### config.mk
export PLATFORM = sky130hd
export DESIGN_NAME = obclamp_ctrl
export DESIGN_NICKNAME = d
export VERILOG_FILES = /design/src/rtl/obc_pkg.sv /design/src/rtl/obc_window_mon.sv /design/src/rtl/obc_err_accum.sv /design/src/rtl/obc_code_reg.sv /design/src/rtl/obclamp_ctrl.sv
export SDC_FILE = /design/constraint.sdc
export NUM_CORES = 1
export LEC_CHECK = 0
export ABC_AREA = 0
export BUFFER_PORTS_ARGS = -buffer_cell sky130_fd_sc_hd__buf_2
export CORE_ASPECT_RATIO = 0.7
export CORE_UTILIZATION = 36
export CTS_CLUSTER_DIAMETER = 120
export DETAILED_ROUTE_END_ITERATION = 8
export SYNTH_ARGS = -nofsm -noshare
export SYNTH_HDL_FRONTEND = slang
export SYNTH_SLANG_ARGS = --single-unit
### constraint.sdc
create_clock -name clk -period 6.8 [get_ports clk]
set_clock_uncertainty 0.05 [all_clocks]
set_input_delay 0.34 -clock clk [delete_from_list [all_inputs] [get_ports clk]]
set_output_delay 0.34 -clock clk [all_outputs]
set_load 0.1 [all_outputs]
### src/rtl/obc_pkg.sv
package obc_pkg;
    localparam int SAMPLE_W  = 12;
    localparam int CODE_W    = 8;
    localparam int SHIFT_W   = 4;
    localparam int DIV_W     = 8;
    localparam int ACC_W     = 32;
    localparam int MIN_WIN   = 20;
    localparam int ERR_W     = SAMPLE_W + 1;
    localparam int TGT_SHIFT = SAMPLE_W - CODE_W;

    typedef logic signed [ACC_W-1:0] acc_t;
    typedef logic [CODE_W-1:0]       code_t;

    typedef struct packed {
        logic fall;
        logic short_flag;
    } win_evt_t;

    // signed error of one sample against the scaled target
    function automatic acc_t pixel_err(input code_t tgt, input logic [SAMPLE_W-1:0] smp);
        logic signed [ERR_W-1:0] ref_s;
        logic signed [ERR_W-1:0] smp_s;
        ref_s = $signed({1'b0, tgt, {TGT_SHIFT{1'b0}}});
        smp_s = $signed({1'b0, smp});
        return acc_t'(ref_s - smp_s);
    endfunction

    // code plus signed step, clamped to the code range
    function automatic code_t sat_add(input code_t code, input acc_t step);
        logic signed [ACC_W:0] sum;
        logic signed [ACC_W:0] top;
        sum = $signed({{(ACC_W+1-CODE_W){1'b0}}, code}) + {step[ACC_W-1], step};
        top = $signed({{(ACC_W+1-CODE_W){1'b0}}, {CODE_W{1'b1}}});
        if (sum < 0)
            return '0;
        else if (sum > top)
            return {CODE_W{1'b1}};
        else
            return sum[CODE_W-1:0];
    endfunction
endpackage

### src/rtl/obc_window_mon.sv
module obc_window_mon
    import obc_pkg::*;
#(
    parameter int MIN_LEN = MIN_WIN
) (
    input  logic     clk,
    input  logic     rst,
    input  logic     win,
    output win_evt_t evt
);
    localparam int LEN_W = $clog2(MIN_LEN + 1);

    logic             win_q;
    logic [LEN_W-1:0] len_q;
    logic             short_q;
    logic             fall;

    assign fall = win_q && !win;

    always_ff @(posedge clk) begin
        if (rst) begin
            win_q   <= 1'b0;
            len_q   <= '0;
            short_q <= 1'b0;
        end else begin
            win_q   <= win;
            short_q <= fall && (len_q < LEN_W'(MIN_LEN));
            if (!win)
                len_q <= '0;
            else if (len_q < LEN_W'(MIN_LEN))
                len_q <= len_q + 1'b1;
        end
    end

    assign evt.fall       = fall;
    assign evt.short_flag = short_q;


    short_pulse_chk: assert property (@(posedge clk) disable iff (rst)
        short_q |=> !short_q);
endmodule

### src/rtl/obc_err_accum.sv
module obc_err_accum
    import obc_pkg::*;
(
    input  logic                clk,
    input  logic                rst,
    input  logic                en,
    input  logic                win,
    input  logic                clr,
    input  logic [SAMPLE_W-1:0] sample,
    input  code_t               target,
    output acc_t                acc
);
    acc_t acc_q;

    always_ff @(posedge clk) begin
        if (rst || !en)
            acc_q <= '0;
        else if (clr)
            acc_q <= '0;
        else if (win)
            acc_q <= acc_q + pixel_err(target, sample);
    end

    assign acc = acc_q;


    acc_hold_chk: assert property (@(posedge clk) disable iff (rst)
        (en && !win && !clr) |=> $stable(acc_q));
endmodule

### src/rtl/obc_code_reg.sv
module obc_code_reg
    import obc_pkg::*;
(
    input  logic               clk,
    input  logic               rst,
    input  logic               en,
    input  logic               fall,
    input  acc_t               acc,
    input  logic [SHIFT_W-1:0] shift,
    input  logic [DIV_W-1:0]   div,
    input  code_t              target,
    output logic               upd,
    output code_t              code
);
    logic [DIV_W-1:0] line_q;
    logic [DIV_W-1:0] div_eff;
    code_t            code_q;
    acc_t             step;

    assign div_eff = (div == '0) ? DIV_W'(1) : div;
    assign step    = acc >>> shift;
    assign upd     = en && fall && ({1'b0, line_q} + 1'b1 >= {1'b0, div_eff});

    always_ff @(posedge clk) begin
        if (rst || !en) begin
            line_q <= '0;
            code_q <= target;
        end else if (fall) begin
            if (upd) begin
                line_q <= '0;
                code_q <= sat_add(code_q, step);
            end else begin
                line_q <= line_q + 1'b1;
            end
        end
    end

    assign code = code_q;


    code_hold_chk: assert property (@(posedge clk) disable iff (rst)
        (en && !upd) |=> $stable(code_q));


    step_up_chk: assert property (@(posedge clk) disable iff (rst)
        (upd && !step[ACC_W-1]) |=> code_q >= $past(code_q));


    line_range_chk: assert property (@(posedge clk) disable iff (rst)
        en |-> line_q < div_eff);
endmodule

### src/rtl/obclamp_ctrl.sv
module obclamp_ctrl
    import obc_pkg::*;
(
    input  logic                clk,
    input  logic                rst,
    input  logic [SAMPLE_W-1:0] sample,
    input  logic                clamp_win,
    input  logic [CODE_W-1:0]   blk_target,
    input  logic                loop_en,
    input  logic [SHIFT_W-1:0]  filt_shift,
    input  logic [DIV_W-1:0]    line_div,
    output logic [CODE_W-1:0]   dac_code,
    output logic                short_win
);
    win_evt_t evt;
    acc_t     acc;
    logic     upd;
    code_t    code;

    obc_window_mon #(.MIN_LEN(MIN_WIN)) u_win (
        .clk (clk),
        .rst (rst),
        .win (clamp_win),
        .evt (evt)
    );

    obc_err_accum u_acc (
        .clk    (clk),
        .rst    (rst),
        .en     (loop_en),
        .win    (clamp_win),
        .clr    (upd),
        .sample (sample),
        .target (blk_target),
        .acc    (acc)
    );

    obc_code_reg u_code (
        .clk    (clk),
        .rst    (rst),
        .en     (loop_en),
        .fall   (evt.fall),
        .acc    (acc),
        .shift  (filt_shift),
        .div    (line_div),
        .target (blk_target),
        .upd    (upd),
        .code   (code)
    );

    assign dac_code  = loop_en ? code : blk_target;
    assign short_win = evt.short_flag;


    upd_on_fall_chk: assert property (@(posedge clk) disable iff (rst)
        upd |-> (!clamp_win && $past(clamp_win)));
endmodule

# Yosys cells after proc, flatten, opt, wreduce, memory -nomap -nowiden
# Index checks and enable logic that the tools add are counted.
dict set report word_totals {
  reg_bits 55
  latch_bits 0
  ramBits 0
  mem_bits_ro 0
  input_bits 36
  word_cells 39
  n_memories 0
}
dict set report classes {
  n_addsub 6
  n_mul 0
  div 0
  n_lt_le_gt_ge 4
  eq_ne 0
  shifts 1
  n_mux 8
  bitwise 1
  reduce_logical 13
}
# operator count
set op_table {}
lappend op_table {{two-way mux 8 bit} 8}
lappend op_table {{adder 9 x 32 -> 33 bit} 1}
lappend op_table {{greater-than comparator 33 x 9 -> 1 bit, second input constant} 1}
lappend op_table {{< comparator 33 x 1 -> 1 bit, second input constant} 1}
lappend op_table {{adder 32 bit} 1}
lappend op_table {{>>> shifter 32 x 4 -> 32 bit} 1}
lappend op_table {{subtractor 12 x 12 -> 13 bit} 1}
lappend op_table {{adder 8 x 1 -> 9 bit, second input constant} 1}
lappend op_table {{>= comparator 9 x 8 -> 1 bit} 1}
lappend op_table {{adder 8 x 1 -> 8 bit, second input constant} 1}
lappend op_table {{zero test 8 bit} 1}
lappend op_table {{adder 5 x 1 -> 5 bit, second input constant} 1}
lappend op_table {{< comparator 5 bit, second input constant} 1}
lappend op_table {{logical AND 1 bit} 4}
lappend op_table {{nonzero test 2 bit} 2}
lappend op_table {{OR reduction 2 bit} 2}
lappend op_table {{zero test 1 bit} 2}
lappend op_table {{AND reduction 2 bit} 1}
lappend op_table {{logical OR 1 bit} 1}
lappend op_table {{NOT 1 bit} 1}

# Depth between registers and ports, before layout
dict set report logic_depth {
  word_depth 8
  ltp_mapped 24
  ltp_nobuf 22
}

# Cells and area by module
# Synthesis repeated with hierarchy kept, for this count alone.
dict set report unflattened {
  cells_unflattened 923
  area_unflattened_um2 7666.1
}
# module n_inst cells_per_inst area_per_inst_um2 seq_area_each_um2
set modules_own_cells {}
lappend modules_own_cells {obc_code_reg 1 457 3903.7 400.4}
lappend modules_own_cells {obc_err_accum 1 428 3309.4 640.6}
lappend modules_own_cells {obc_window_mon 1 29 321.6 140.1}
lappend modules_own_cells {obclamp_ctrl 1 9 131.4 0.0}

# Worst setup path before layout
# No wires, ideal clock.
dict set report synth_timing {
  kind {input port to flip-flop}
  from {in filt_shift[1]}
  to {reg u_code.code_q[0], in the netlist u_code.code[0], data pin}
  arrival_ns 4.775
  path_slack_ns 1.705
  path_stages 23
  n_path_buf 6
  cell_sequence {buf_6 buf_12 buf_6 buf_6 clkbuf_1 clkbuf_1 a21oi_1 o21ai_0 nand2_1 o21ai_0 ha_1 inv_1 fa_1 nor2b_1 o31a_1 o31ai_1 a211oi_2 mux2i_1 a22o_1 a2111oi_4 o2111ai_1 nor4_4 a21oi_1}
}
dict set report synth_via {
  elab_chain_cells 8
}
# item line_no
set synth_rtl {}
lappend synth_rtl {{start, declared} obclamp_ctrl.sv:10} ;# input logic [SHIFT_W-1:0] filt_shift,
lappend synth_rtl {{>>> shifter 32 x 4 -> 32 bit (*)} obc_code_reg.sv:21} ;# assign step = acc >>> shift;
lappend synth_rtl {{adder 9 x 32 -> 33 bit (*)} obc_pkg.sv:32} ;# sum = $signed({{(ACC_W+1-CODE_W){1'b0}}, code}) + {step[ACC_W-1], step};
lappend synth_rtl {{greater-than comparator 33 x 9 -> 1 bit} obc_pkg.sv:36} ;# else if (sum > top)
lappend synth_rtl {{two-way mux 8 bit} obc_pkg.sv:36}
lappend synth_rtl {{two-way mux 8 bit (*)} obc_pkg.sv:34} ;# if (sum < 0)
lappend synth_rtl {{two-way mux 8 bit (*)} obc_code_reg.sv:29} ;# if (upd) begin
lappend synth_rtl {{two-way mux 8 bit (*)} obc_code_reg.sv:28} ;# end else if (fall) begin
lappend synth_rtl {{two-way mux 8 bit (*)} obc_code_reg.sv:25} ;# if (rst || !en) begin
lappend synth_rtl {{end signal, assigned} obc_code_reg.sv:27} ;# code_q <= target;
lappend synth_rtl {{end signal, assigned} obc_code_reg.sv:31} ;# code_q <= sat_add(code_q, step);
lappend synth_rtl {{end, declared} obc_code_reg.sv:17} ;# code_t code_q;
# Every way passes the cells marked *; elsewhere a longest branch is shown, timed or not. The select of a mux whose other input is x is not followed.
# A chain may end at the register's enable or synchronous reset.

# Final worst setup path
dict set report layout_timing {
  from {in filt_shift[3]}
  to {reg u_code.code_q[1], in the netlist u_code.code[1], data pin}
}
# Same word-level chain as after synthesis.

==> flow_summary.ini <==
[clock_network]
cts_root_buffer = clkbuf_16
clock-sinks = 55
cts_buffers = 5
path_clk_slew_ps = 90
cts_setup_buffers = 0
cts_hold_buf = 0
cts.path.max_buffers = 2
worstSkewPairLatency_ps = 320
htreeDepth = 2
cts_tree = built
post_cts_resized = 0

[sta]
finalSetupViolations = 0
min_period_ps = 5210
rsz0062_at_grt = no
relSlewSlack = 0.319
worstMarginPinSlew_ps = 1020
slew_violations = 0
fin_setup_tns_ps = 0
finalHoldViolCount = 0
fmax_mhz = 192
period_share = 0.767
whs_ps = 182

[floorplan]
die_h_um = 122
ioPinCount = 45
die_x_um = 173
start_util = 0.369
dieArea_um2 = 21000
core-area_um2 = 19900
fp-row-count = 43

[grt]
grt_max_degree = 49
grt_pass1_vias = 5931
antenna_found_initial = 2
grt_pass1_wl_um = 31800
track_usage = 0.186
overflow = 0

[critical_path]
crit_chain = buf_2, mux2_2, o21ai_0, o21ai_0, nand2_1, o21ai_0, ha_1, o21ai_0, o21ai_0, a311oi_1, or3_1, nor3_4, nand4_1, a2111oi_4, o2111ai_1, nor4_4, a21oi_1
critPathArrivalTime_ps = 5220
critPathCaptureType = flop
cp_common_cell = o21ai_0
critPathLaunchType = primary input
crit_type = primary input to flop
path_max_fanout = 48
slowest_delay_ps = 760
crit_buf_inv = 1
worstPathRequired_ps = 6810
crit_slowest_cell = buf_2
crit_family = compound AO/OA/AOI/OAI gates

[synthesis]
syn_area_per_cell_um2 = 8.37
ys_ff_latch = 55
syn_area_um2 = 7340
synth_edf_count = 8
synth_top_area_cell = dfxtp_1
synth_area_leaders = dfxtp_1 (13%), ha_1 (9.9%), mux2i_1 (6.8%)
yosysSeqAreaShare = 0.161
synth.top_cell.area_share = 0.128
synth_cells = 878
yosys_warnings = 0
synth_fp_nets = 974
ys.flop_type = dfxtp_1
async_reset_ff_frac = 0
ys_types = 85

[placement]
port_buffers = 44
placed_area_um2 = 7720
hpwl_um = 15000
place.gp.congestion = 0.915

[route]
first_pass_iters = 5
wl_per_cell_um = 16.6
viasPerCell = 5.70
ant_nets = 0
drtIter0Drc = 592
vias = 6648
drc = 0
routed_wirelength_um = 19400

[run_status]
status = finished, final reports clean

[cells_and_area]
final_core_util = 0.396
finalInstanceArea_um2 = 7880
final_common_cell = nor2_1
drive_gt1_frac = 0.143
multiInputGateArea_um2 = 5790
syn2layout_area_growth_pct = 7.27
regArea_um2 = 1180
layout.nets = 991
final_cell_mix = nor2_1 (71), nand2_1 (70), o21ai_0 (62)
fillCellCount = 2021

[pwr]
powerDensity_nw_per_um2 = 177
p_leak_nw = 3.37
vdd_ir_drop_max_mv = 0.109
p_total_mw = 1.40

[worst_hold_path]
hold_path_class = primary input to flop

[run]
cap_violations = 0
path summary, 6_finish.rpt:
check	startpoint	endpoint	slack, ps	cells past startpoint
min reg2reg	u_win.len_q[4]	u_win.len_q[4]	460	2
max reg2reg	u_acc.acc[15]	u_code.code[1]	1980	20
max	filt_shift[3]	u_code.code[1]	1590	17
min	rst	u_win.short_q	180	2
synth_stat cells, types with 8 or more instances:
master    number
inv_1         38
nand2b_1      12
a21o_1        27
nand4_1       11
dfxtp_1       47
a31oi_1        9
xor2_1        16
mux2i_1       50
xnor2_1       35
edfxtp_1       8
a21oi_1       59
mux4_1        11
o21bai_1       8
nand3_1       21
nand2_1       70
clkbuf_1      19
and3_1         8
o211ai_1      10
o21ai_0       62
nor3_1        17
ha_1          58
nor2b_1       12
nor2_1        71
o21a_1         8
mux2_2        27
mux4_2        17
a211oi_1      15
stage by stage:
| step | cells | setup WS, ps |
|---|---|---|
| floorplan | 878 | 1700 |
| global placement | 1158 | 1400 |
| detailed placement | 1158 | 1250 |
| CTS | 1166 | 1600 |
| global route | 1166 | 1100 |
| finish | 1167 | 1590 |
per-layer routing:
metal	vias up	global-route usage	share of wire
li1	3376	-	-
met1	3091	0.296	0.56
met2	164	0.253	0.38
met3	15	0.0351	0.053
met4	2	0.0371	0.010
met5	-	0	0.00062
power by group:
part           internal [mW]  leakage [nW]  switching (mW)
combinational          0.298          2.83           0.414
clock                  0.143        0.0778           0.149
sequential             0.352         0.461          0.0408
total                  0.793          3.37           0.604
area by class of cell:
cell class | instances | area share
flip-flops and latches | 55 | 0.150
clock inverters | 3 | 0.00397
well taps | 270 | 0.0429
clock buffers | 5 | 0.0159
inverters | 42 | 0.0200
multi-input cells | 743 | 0.735
diodes | 1 | 0.000318
repair buffers | 48 | 0.0318
state kept, by name, indices dropped and copies added, names as in the netlist:
register,cells
u_win.len_q,5
u_code.code,8
u_acc.acc,32
u_code.line_q,8
u_win.short_q,1
u_win.win_q,1
kinds of logic after synthesis:
group	count (synthesis)	synth area share
compound gates	260	0.235
xor+xnor	51	0.0608
fa+ha+maj	60	0.104
buf+inv	80	0.0523
flops	55	0.161
mux	108	0.206
simple gates	264	0.181
(Power assumes the default switching activity.)
